[src/rtl/gpio_port_pkg.sv]
package gpio_port_pkg;

  typedef enum logic [1:0] {
    PM_DRIVE  = 2'b00,
    PM_PULLUP = 2'b01,
    PM_PULLDN = 2'b10,
    PM_FLOAT  = 2'b11
  } pin_mode_e;

  // word offsets (byte address >> 2)
  localparam int unsigned WOFF_MODE = 0;
  localparam int unsigned WOFF_INEN = 1;
  localparam int unsigned WOFF_PEN  = 2;
  localparam int unsigned WOFF_DOUT = 3;
  localparam int unsigned WOFF_DIN  = 4;
  localparam int unsigned WOFF_SET  = 5;
  localparam int unsigned WOFF_CLR  = 6;
  localparam int unsigned WOFF_TGL  = 7;
  localparam int unsigned WOFF_SEL0 = 8;

endpackage

[src/rtl/gpio_bus_regs.sv]
module gpio_bus_regs
  import gpio_port_pkg::*;
#(
  parameter int NPINS  = 8,
  parameter int SEL_W  = 3,
  parameter int ADDR_W = 8,
  parameter int DATA_W = 32
) (
  input  logic                  clk,
  input  logic                  rst,
  input  logic [ADDR_W-1:0]     addr,
  input  logic                  we,
  input  logic [DATA_W-1:0]     wdata,
  input  logic [NPINS-1:0]      din_val,
  output logic [DATA_W-1:0]     rdata,
  output logic [2*NPINS-1:0]    mode_q,
  output logic [NPINS-1:0]      inen_q,
  output logic [NPINS-1:0]      pen_q,
  output logic [NPINS-1:0]      dout_q,
  output logic [NPINS-1:0][SEL_W-1:0] sel_q
);

  localparam int IDX_W   = ADDR_W - 2;
  localparam int MODE_W  = 2 * NPINS;
  localparam int HALF_W  = NPINS;
  localparam int WOFF_LO = WOFF_SEL0 + NPINS;
  localparam int WOFF_HI = WOFF_LO + 1;

  logic [IDX_W-1:0]  widx;
  logic [DATA_W-1:0] rd_next;
  logic [NPINS-1:0]  wmask;
  logic              unused_bits;

  assign widx        = addr[ADDR_W-1:2];
  assign wmask       = wdata[NPINS-1:0];
  assign unused_bits = ^{addr[1:0], wdata[DATA_W-1:MODE_W]};

  always_ff @(posedge clk) begin
    if (rst) begin
      mode_q <= '0;
      inen_q <= '0;
      pen_q  <= '0;
      dout_q <= '0;
      sel_q  <= '0;
    end else if (we) begin
      if (widx == IDX_W'(WOFF_MODE)) mode_q <= wdata[MODE_W-1:0];
      if (widx == IDX_W'(WOFF_INEN)) inen_q <= wmask;
      if (widx == IDX_W'(WOFF_PEN))  pen_q  <= wmask;
      if (widx == IDX_W'(WOFF_DOUT)) dout_q <= wmask;
      if (widx == IDX_W'(WOFF_SET))  dout_q <= dout_q | wmask;
      if (widx == IDX_W'(WOFF_CLR))  dout_q <= dout_q & ~wmask;
      if (widx == IDX_W'(WOFF_TGL))  dout_q <= dout_q ^ wmask;
      if (widx == IDX_W'(WOFF_LO))   mode_q[HALF_W-1:0] <= wdata[HALF_W-1:0];
      if (widx == IDX_W'(WOFF_HI))   mode_q[MODE_W-1:HALF_W] <= wdata[HALF_W-1:0];
      for (int n = 0; n < NPINS; n++) begin
        if (widx == IDX_W'(WOFF_SEL0 + n)) sel_q[n] <= wdata[SEL_W-1:0];
      end
    end
  end

  always_comb begin
    rd_next = '0;
    if (widx == IDX_W'(WOFF_MODE)) rd_next[MODE_W-1:0] = mode_q;
    if (widx == IDX_W'(WOFF_INEN)) rd_next[NPINS-1:0]  = inen_q;
    if (widx == IDX_W'(WOFF_PEN))  rd_next[NPINS-1:0]  = pen_q;
    if (widx == IDX_W'(WOFF_DOUT)) rd_next[NPINS-1:0]  = dout_q;
    if (widx == IDX_W'(WOFF_DIN))  rd_next[NPINS-1:0]  = din_val;
    if (widx == IDX_W'(WOFF_LO))   rd_next[HALF_W-1:0] = mode_q[HALF_W-1:0];
    if (widx == IDX_W'(WOFF_HI))   rd_next[HALF_W-1:0] = mode_q[MODE_W-1:HALF_W];
    for (int n = 0; n < NPINS; n++) begin
      if (widx == IDX_W'(WOFF_SEL0 + n)) rd_next[SEL_W-1:0] = sel_q[n];
    end
  end

  always_ff @(posedge clk) begin
    if (rst) rdata <= '0;
    else     rdata <= rd_next;
  end


  set_mask_chk: assert property (@(posedge clk) disable iff (rst)
    (we && widx == IDX_W'(WOFF_SET)) |=>
      ((dout_q & $past(wmask)) == $past(wmask)) &&
      ((dout_q & ~$past(wmask)) == ($past(dout_q) & ~$past(wmask))));


  clr_mask_chk: assert property (@(posedge clk) disable iff (rst)
    (we && widx == IDX_W'(WOFF_CLR)) |=>
      ((dout_q & $past(wmask)) == '0) &&
      ((dout_q & ~$past(wmask)) == ($past(dout_q) & ~$past(wmask))));


  tgl_mask_chk: assert property (@(posedge clk) disable iff (rst)
    (we && widx == IDX_W'(WOFF_TGL)) |=> (dout_q == ($past(dout_q) ^ $past(wmask))));


  alias_hi_chk: assert property (@(posedge clk) disable iff (rst)
    (we && widx == IDX_W'(WOFF_HI)) |=>
      (mode_q[MODE_W-1:HALF_W] == $past(wdata[HALF_W-1:0])) &&
      $stable(mode_q[HALF_W-1:0]));

endmodule

[src/rtl/gpio_in_sync.sv]
module gpio_in_sync #(
  parameter int NPINS  = 8,
  parameter int STAGES = 2
) (
  input  logic             clk,
  input  logic             rst,
  input  logic [NPINS-1:0] pad_in,
  input  logic [NPINS-1:0] inen,
  output logic [NPINS-1:0] din_val
);

  logic [NPINS-1:0] stg [STAGES];

  genvar s;
  generate
    for (s = 0; s < STAGES; s++) begin : g_stage
      always_ff @(posedge clk) begin
        if (rst)         stg[s] <= '0;
        else if (s == 0) stg[s] <= pad_in;
        else             stg[s] <= stg[(s == 0) ? 0 : s-1];
      end
    end
  endgenerate

  assign din_val = stg[STAGES-1] & inen;

endmodule

[src/rtl/gpio_pin_drive.sv]
module gpio_pin_drive
  import gpio_port_pkg::*;
#(
  parameter int NPINS = 8,
  parameter int SEL_W = 3
) (
  input  logic                        clk,
  input  logic                        rst,
  input  logic [2*NPINS-1:0]          mode,
  input  logic [NPINS-1:0]            pen,
  input  logic [NPINS-1:0]            dout,
  input  logic [NPINS-1:0][SEL_W-1:0] sel,
  input  logic [(1<<SEL_W)-1:0]       periph,
  output logic [NPINS-1:0]            pin_out,
  output logic [NPINS-1:0]            pin_oe,
  output logic [NPINS-1:0]            pull_up,
  output logic [NPINS-1:0]            pull_dn
);

  genvar n;
  generate
    for (n = 0; n < NPINS; n++) begin : g_pin
      pin_mode_e md;
      assign md = pin_mode_e'(mode[2*n +: 2]);

      always_ff @(posedge clk) begin
        if (rst) begin
          pin_out[n] <= 1'b0;
          pin_oe[n]  <= 1'b1;
          pull_up[n] <= 1'b0;
          pull_dn[n] <= 1'b0;
        end else begin
          pin_out[n] <= pen[n] ? periph[sel[n]] : dout[n];
          pin_oe[n]  <= (md == PM_DRIVE);
          pull_up[n] <= (md == PM_PULLUP);
          pull_dn[n] <= (md == PM_PULLDN);
        end
      end


      float_mode_chk: assert property (@(posedge clk) disable iff (rst)
        (mode[2*n +: 2] == 2'b11) |=> (!pin_oe[n] && !pull_up[n] && !pull_dn[n]));


      dout_path_chk: assert property (@(posedge clk) disable iff (rst)
        !pen[n] |=> (pin_out[n] == $past(dout[n])));


      periph_path_chk: assert property (@(posedge clk) disable iff (rst)
        pen[n] |=> (pin_out[n] == $past(periph[sel[n]])));
    end
  endgenerate

endmodule

[src/rtl/gpio_port_ctrl.sv]
module gpio_port_ctrl #(
  parameter int NPINS     = 8,
  parameter int SEL_W     = 3,
  parameter int ADDR_W    = 8,
  parameter int DATA_W    = 32,
  parameter int SYNC_STGS = 2
) (
  input  logic                    clk,
  input  logic                    rst,
  input  logic [ADDR_W-1:0]       bus_addr,
  input  logic                    bus_we,
  input  logic [DATA_W-1:0]       bus_wdata,
  output logic [DATA_W-1:0]       bus_rdata,
  input  logic [NPINS-1:0]        pad_in,
  input  logic [(1<<SEL_W)-1:0]   periph_sig,
  output logic [NPINS-1:0]        pin_out,
  output logic [NPINS-1:0]        pin_oe,
  output logic [NPINS-1:0]        pull_up,
  output logic [NPINS-1:0]        pull_dn
);

  logic [2*NPINS-1:0]          mode_q;
  logic [NPINS-1:0]            inen_q, pen_q, dout_q, din_val;
  logic [NPINS-1:0][SEL_W-1:0] sel_q;

  gpio_bus_regs #(
    .NPINS(NPINS), .SEL_W(SEL_W), .ADDR_W(ADDR_W), .DATA_W(DATA_W)
  ) u_regs (
    .clk(clk), .rst(rst), .addr(bus_addr), .we(bus_we), .wdata(bus_wdata),
    .din_val(din_val), .rdata(bus_rdata), .mode_q(mode_q), .inen_q(inen_q),
    .pen_q(pen_q), .dout_q(dout_q), .sel_q(sel_q)
  );

  gpio_in_sync #(
    .NPINS(NPINS), .STAGES(SYNC_STGS)
  ) u_sync (
    .clk(clk), .rst(rst), .pad_in(pad_in), .inen(inen_q), .din_val(din_val)
  );

  gpio_pin_drive #(
    .NPINS(NPINS), .SEL_W(SEL_W)
  ) u_drive (
    .clk(clk), .rst(rst), .mode(mode_q), .pen(pen_q), .dout(dout_q),
    .sel(sel_q), .periph(periph_sig), .pin_out(pin_out), .pin_oe(pin_oe),
    .pull_up(pull_up), .pull_dn(pull_dn)
  );

endmodule

[config.mk]
export PLATFORM = sky130hd
export DESIGN_NAME = gpio_port_ctrl
export DESIGN_NICKNAME = d
export VERILOG_FILES = /design/src/rtl/gpio_port_pkg.sv /design/src/rtl/gpio_bus_regs.sv /design/src/rtl/gpio_in_sync.sv /design/src/rtl/gpio_pin_drive.sv /design/src/rtl/gpio_port_ctrl.sv
export SDC_FILE = /design/constraint.sdc
export NUM_CORES = 1
export LEC_CHECK = 0
export BUFFER_PORTS_ARGS = -buffer_cell sky130_fd_sc_hd__buf_2
export CORE_MARGIN = 2
export CORE_UTILIZATION = 45
export DETAILED_ROUTE_END_ITERATION = 8
export GPL_TIMING_DRIVEN = 0
export PLACE_DENSITY_LB_ADDON = 0.15
export SYNTH_ARGS = -nofsm -noshare
export SYNTH_HDL_FRONTEND = slang
export SYNTH_HIERARCHICAL = 1
export SYNTH_SLANG_ARGS = --single-unit
[constraint.sdc]
create_clock -name clk -period 2.4 [get_ports clk]
set_input_delay 0 -clock clk [delete_from_list [all_inputs] [get_ports clk]]
set_output_delay 0 -clock clk [all_outputs]
set_load 0.005 [all_outputs]
Word level (Yosys, flattened, before mapping) --
Memories as Yosys holds them, arrays and structs flattened. Index checks and enable logic that the tools add are counted.
Storage, ports and cells: bits of input ports 59, RAM bits 16, memories kept 1, word-level logic and storage cells 175, output and inout bits 64, register bits after elaboration 128
Cells by class: multiplexer cells 51, $lt $le $gt $ge 8, bitwise logic cells 8, reduce and logical (&&, ||, !) cells 26, equal/unequal tests 33
Memories:
- u_sync.stg | words 2, bits a word 8, read ports 2, clocked after Yosys merged registers in 0, wr ports 2, line gpio_in_sync.sv:12 | logic [NPINS-1:0] stg [STAGES];
Operator list (number):
- 8-bit two-way mux | 14
- 6-bit by 4-bit == test with 1-bit output (second input constant) | 8
- 3-bit by 4-bit less-than comparator with 1-bit output (second input constant) | 8
- 16-bit two-way mux | 2
- 2-bit AND reduction | 13
- 1-bit binary-select mux with 3-bit select | 8
- 6-bit by 3-bit == test with 1-bit output (second input constant) | 4
- 3-bit two-way mux | 8
- 1-bit two-way mux | 19
- 8-bit AND | 2
- 2-bit by 1-bit == test with 1-bit output (second input constant) | 8
- 2-bit == test (second input constant) | 8
- 2-bit logical NOT | 8
- 6-bit by 2-bit == test with 1-bit output (second input constant) | 2
- 6-bit by 5-bit == test with 1-bit output (second input constant) | 2
- 8-bit NOT | 1
- 8-bit bitwise OR | 1
- 8-bit XOR | 1
- 6-bit by 1-bit == test with 1-bit output (second input constant) | 1
- 6-bit logical NOT | 1
- 2-bit nonzero test | 2
- 4-bit nonzero test | 1
- 1-bit bitwise OR | 2
- 2-bit OR reduction | 1
- 1-bit NOT | 1

Depth between registers and ports, before layout --
word-level depth 16, mapped depth 8

Modules after synthesis --
The synthesis kept the hierarchy.
Modules (own cells, without submodules):
- gpio_bus_regs | times used 1, area each 4320.4 um^2, sequential area each 1601.5 um^2, cells an instance 506
- gpio_pin_drive | times used 1, area each 1572.8 um^2, sequential area each 640.6 um^2, cells an instance 127
- gpio_in_sync | times used 1, area each 514.2 um^2, sequential area each 320.3 um^2, cells an instance 41

Least setup slack after synthesis --
OpenSTA, ideal clock, no wires.
path type input -> register, start input port bus_addr[2], end register u_regs.rdata[0], setup slack 0.746 ns, required time 2.314 ns, stages on the path 6, path buffers 1, arrival time 1.568 ns, cells stage by stage buf_2 or3b_4 a2111oi_4 a221oi_2 or3_1 a221oi_2
On the way: word-level cells in the longest chain between the ends 16, elaborated cells between the ends (all ways) 30
Ends and longest elaborated chain:
- from (decl) | line gpio_port_ctrl.sv:10 | input logic [ADDR_W-1:0] bus_addr,
- 6-bit logical NOT | line gpio_bus_regs.sv:63 | if (widx == IDX_W'(WOFF_MODE)) rd_next[MODE_W-1:0] = mode_q;
- 16-bit two-way mux | line gpio_bus_regs.sv:63
- 8-bit two-way mux | line gpio_bus_regs.sv:64 | if (widx == IDX_W'(WOFF_INEN)) rd_next[NPINS-1:0] = inen_q;
- 8-bit two-way mux | line gpio_bus_regs.sv:65 | if (widx == IDX_W'(WOFF_PEN)) rd_next[NPINS-1:0] = pen_q;
- 8-bit two-way mux | line gpio_bus_regs.sv:66 | if (widx == IDX_W'(WOFF_DOUT)) rd_next[NPINS-1:0] = dout_q;
- 8-bit two-way mux | line gpio_bus_regs.sv:67 | if (widx == IDX_W'(WOFF_DIN)) rd_next[NPINS-1:0] = din_val;
- 8-bit two-way mux | line gpio_bus_regs.sv:68 | if (widx == IDX_W'(WOFF_LO)) rd_next[HALF_W-1:0] = mode_q[HALF_W-1:0];
- 8-bit two-way mux | line gpio_bus_regs.sv:69 | if (widx == IDX_W'(WOFF_HI)) rd_next[HALF_W-1:0] = mode_q[MODE_W-1:HALF_W];
- 3-bit two-way mux (7 in series) | line gpio_bus_regs.sv:71 | if (widx == IDX_W'(WOFF_SEL0 + n)) rd_next[SEL_W-1:0] = sel_q[n];
- 3-bit two-way mux (*) | line gpio_bus_regs.sv:71
- to (signal assigned) | line gpio_bus_regs.sv:77 | else rdata <= rd_next;
- to (decl) | line gpio_bus_regs.sv:15 | output logic [DATA_W-1:0] rdata,
Mark *: on every way between the ends. The rest lies on a longest branch, timed or not. A chain may end at the register's enable or synchronous reset.

Worst setup path after layout --
start input port bus_addr[7], end register u_regs.mode_q[14]
On the way: word-level cells in the longest chain between the ends 3, elaborated cells between the ends (all ways) 5
Ends and longest elaborated chain:
- 6-bit by 5-bit == test with 1-bit output / 6-bit logical NOT (equally long branches) | line gpio_bus_regs.sv:54, gpio_bus_regs.sv:46
- 2-bit nonzero test (no line)
- 2-bit AND reduction (no line)
- to (signal assigned) | line gpio_bus_regs.sv:46 | if (widx == IDX_W'(WOFF_MODE)) mode_q <= wdata[MODE_W-1:0];
- to (signal, indexed assignment) | line gpio_bus_regs.sv:53 | if (widx == IDX_W'(WOFF_LO)) mode_q[HALF_W-1:0] <= wdata[HALF_W-1:0];
- to (signal, indexed assignment) | line gpio_bus_regs.sv:54 | if (widx == IDX_W'(WOFF_HI)) mode_q[MODE_W-1:HALF_W] <= wdata[HALF_W-1:0];
- to (decl) | line gpio_bus_regs.sv:16 | output logic [2*NPINS-1:0] mode_q,
Several ways; a longest one is shown, not always the timed one.

==> run summary <==
The overall power after layout came out at 5010 uW. The path class of the tightest hold or removal check is primary input to flop. The initial antenna violation count is 0. The largest voltage drop on the vdd net came out at 470 uV. The post-cts repair resize count is 0. The count of endpoints failing setup in the final report is 0.

The post-synthesis cell area is 6410 sq um. The half-perimeter wire length of the detailed placement result is 13,900 um. The leakage dissipation is 0.00317 uW.

The sequential fraction of design power came out at 43.3%. The die span in x is 123 um. The combinational power share is 8.9%.

The area share of the largest cell type after synthesis came out at 40.0%. The final number of max-transition violations was 0. The required time reported for the critical path endpoint came out at 2.77 ns.

The worst setup path is of the primary input to flop kind. The fraction of layout cells with a size suffix above 1 came out at 23.5%. For this design, the sink count on the clock tree is 128. The number of maximum-capacitance constraint violations is 0. The first global-routing pass estimated 29,500 um of wire.

The maximum buffer depth of the clock tree came out at 2. The highest achievable clock rate is 487 MHz. The final layout contains 891 nets. The most used flip-flop cell after synthesis is dfxtp_1. The H-tree was split into 4 levels. In this run, the number of DRC markers left after iteration 0 of detailed routing was 543. The routed wire length per instance came out at 19.3 um.

During I/O placement, the number of pins put on the boundary was 123. The actual transition at the worst max-transition pin came out at 0.815 ns. The origin of the worst setup path is bus_addr[7]. The final total negative setup slack is 0 ns. The initial core utilization is 46.2%. The worst setup path is launched from a primary input. The clock latency of the later-clocked register in the worst-skew pair is 0.43 ns. The total net switching power came out at 1280 uW. The total inserted antenna cells is 0.

The cell count after placement is 947. The aggregate global routing overflow came out at 0. The flow ran to the end, and the final reports show no timing, DRC or antenna violations. The mean instance size in the synthesized netlist came out at 9.51 sq um. The global routing usage summed across all routing layers came out at 26.4%. The share of the Yosys chip area taken by registers is 40.0%. The count of hold buffers inserted by post-cts repair came out at 30. The die covers 15,200 sq um.

The number of buffers added on ports came out at 78. The clock edge transition at the registers on the reported setup and hold paths is 0.06 ns. The remaining number of nets flagged by the antenna check after routing is 0. The worst-path maximum fanout is 10. Dividing total power by cell area gives a power density of 632 nW/um^2. The remaining design rule violation count is 0. Setup repair after global routing left no endpoint under its margin. The synthesized instance count is 674. The via count of the first global-routing pass came out at 5,305. The clock network fraction of total power came out at 47.9%. The fraction of the cycle the final worst path needs came out at 85.6%. The internal power came out at 3730 uW. The data arrival at the endpoint of the critical path came out at 2.43 ns.

The number of placement rows came out at 43. The finished layout holds 1,009 standard cells, fillers aside. The worst setup path is captured at a flop. The via count normalized by instance count is 5.58.

The worst setup skew after layout is 0.0124 ns. The count of unique library cells instantiated by Yosys came out at 60. The library cell used as clock root buffer is clkbuf_16. The synthesized flop and latch total came out at 128. The share of total power consumed by net switching came out at 25.6%. Sorting the synthesized cells by area gives the leading types as dfxtp_1 (40%), mux2i_1 (10%), mux4_2 (5.6%). The worst register-to-register path begins at u_regs/dout_q[0]$_SDFFE_PP0P_. The signed area change from the synthesized netlist to the final layout came out at 23.8%. The final critical path time including I/O delays and setup came out at 2.05 ns. The number of enable-type register cells in the synthesized netlist is 0. The first detailed-routing pass took 5 iterations. The startpoint identified for the worst hold timing path is rst.

The area inside the core boundary came out at 13,900 sq um. The post-CTS setup-driven buffer insertion count came out at 0. The floorplan die height came out at 123 um. The share of async-settable or async-resettable flops after synthesis is 0%. The wire length after detailed routing came out at 19,500 um. The filler cell count is 1,231. Of all cell types, the one taking the most synthesized area is dfxtp_1. The number of hold violations in the final report was 0. Clock tree synthesis inserted a total of 17 buffers. The relative max-transition margin came out at 45.5%. The largest net degree at the start of global routing came out at 17. Yosys printed 6 warnings. Detailed routing inserted a total of 5,634 vias.

TritonCTS built the clock tree. The weighted congestion reported at the end of routability-driven placement came out at 0.957.
## final timing paths
check / cells after the start / slack [ns] / endpoint
max: 8 / 0.35 / u_regs/mode_q[14]$_SDFFE_PP0P_
min: 2 / 0.02 / u_drive/pin_oe[7]$_SDFF_PP1_
max reg2reg: 5 / 0.61 / u_regs/rdata[0]$_SDFF_PP0_
min reg2reg: 1 / 0.43 / u_sync/stg[1][5]$_SDFF_PP0_
## flip-flops by register name, indices dropped and copies added (netlist names)
name             cells
u_drive/pull_dn      8
u_regs/sel_q        24
u_drive/pin_oe       8
u_drive/pin_out      8
u_sync/stg          16
u_regs/dout_q        8
u_regs/inen_q        8
u_regs/mode_q       16
u_regs/pen_q         8
u_regs/rdata        16
u_drive/pull_up      8
## synthesized netlist by cell type, drive strengths merged, types with 2 or more instances
library cell	count
dfxtp	128
nor2	73
mux2i	65
a21oi	58
nand2	58
buf	37
clkbuf	33
nor3b	25
o21ai	23
inv	19
and2	18
ha	16
mux4	16
nor2b	13
a211oi	10
o221ai	10
o21bai	9
a311oi	8
and2b	6
nor3	5
a222oi	4
a221oi	3
mux2	3
nand3	3
a21o	2
a22o	2
nand3b	2
nand4	2
nor4	2
or2	2
or3b	2
## per-stage QoR
step / worst slack, ns / hold WS [ns] / util [%] / cell area [sq um]
2_1_floorplan: 0.746 / 0.107 / - / 6460
6_report: 0.346 / 0.0238 / 57.1 / 7930
4_1_cts: 0.446 / 0.0130 / 57.1 / 7930
3_3_place_gp: 0.180 / 0.210 / 51.0 / 7080
5_1_grt: 0.151 / 0.0330 / 57.1 / 7930
3_5_place_dp: 0.175 / 0.220 / 51.0 / 7080
## critical path, stage by stage
cell and delay [ns]:
buf_2 0.18, nor4_4 0.55, nand2_1 0.17, a21boi_2 0.36
buf_4 0.24, nor2_1 0.06, a311oi_1 0.26, dlygate4sd3_1 0.59
## power by group through the flow
| stage | logic [uW] | clock network [uW] | registers [uW] |
|---|---|---|---|
| 2_1_floorplan | 257 | 0 | 2210 |
| 3_3_place_gp | 395 | 0 | 2210 |
| 3_5_place_dp | 403 | 0 | 2210 |
| 4_1_cts | 435 | 2410 | 2170 |
| 5_1_grt | 478 | 2520 | 2170 |
| 6_report | 445 | 2400 | 2170 |
## cell type report
class | count | area [sq um] | share of cell area [%]
Multi-Input combinational cell | 472 | 3410 | 43.0
Sequential cell | 128 | 2560 | 32.3
Timing Repair Buffer | 108 | 691 | 8.71
Clock buffer | 21 | 470 | 5.93
Buffer | 70 | 418 | 5.27
Tap cell | 180 | 225 | 2.84
Clock inverter | 11 | 81.3 | 1.03
Inverter | 19 | 71.3 | 0.899
## cells by family (layout without fill, tap and decap cells)
logic type / Yosys count / count (layout) / synth area share [%]
simple gates: 218 / 218 / 18.0
compound gates: 138 / 138 / 14.9
flops: 128 / 128 / 40.0
buf+inv: 89 / 229 / 7.64
mux: 84 / 84 / 16.3
fa+ha+maj: 16 / 16 / 3.12
other cells: 1 / 16 / 0.0585
## placed cells by master (no fill, tap or decap), types with 16 or more instances in the layout
master           n
dlygate4sd3_1   30
buf_2           85
o21ai_0         17
mux2i_1         65
nor3b_1         25
a21oi_1         58
mux4_2          16
nor2_1          71
clkbuf_1        31
and2_1          18
buf_4           18
clkbuf_16       17
dfxtp_1        128
ha_1            16
conb_1          16
inv_1           19
nand2_1         58
## layer usage
layer,track usage [%],up-vias,part of all wire (%)
li1,-,2637,-
met1,35.9,2703,44
met3,7.01,35,8.7
met5,0,-,0
met2,39.9,259,45
met4,10.1,0,2.5
(Power assumes the default switching activity.)
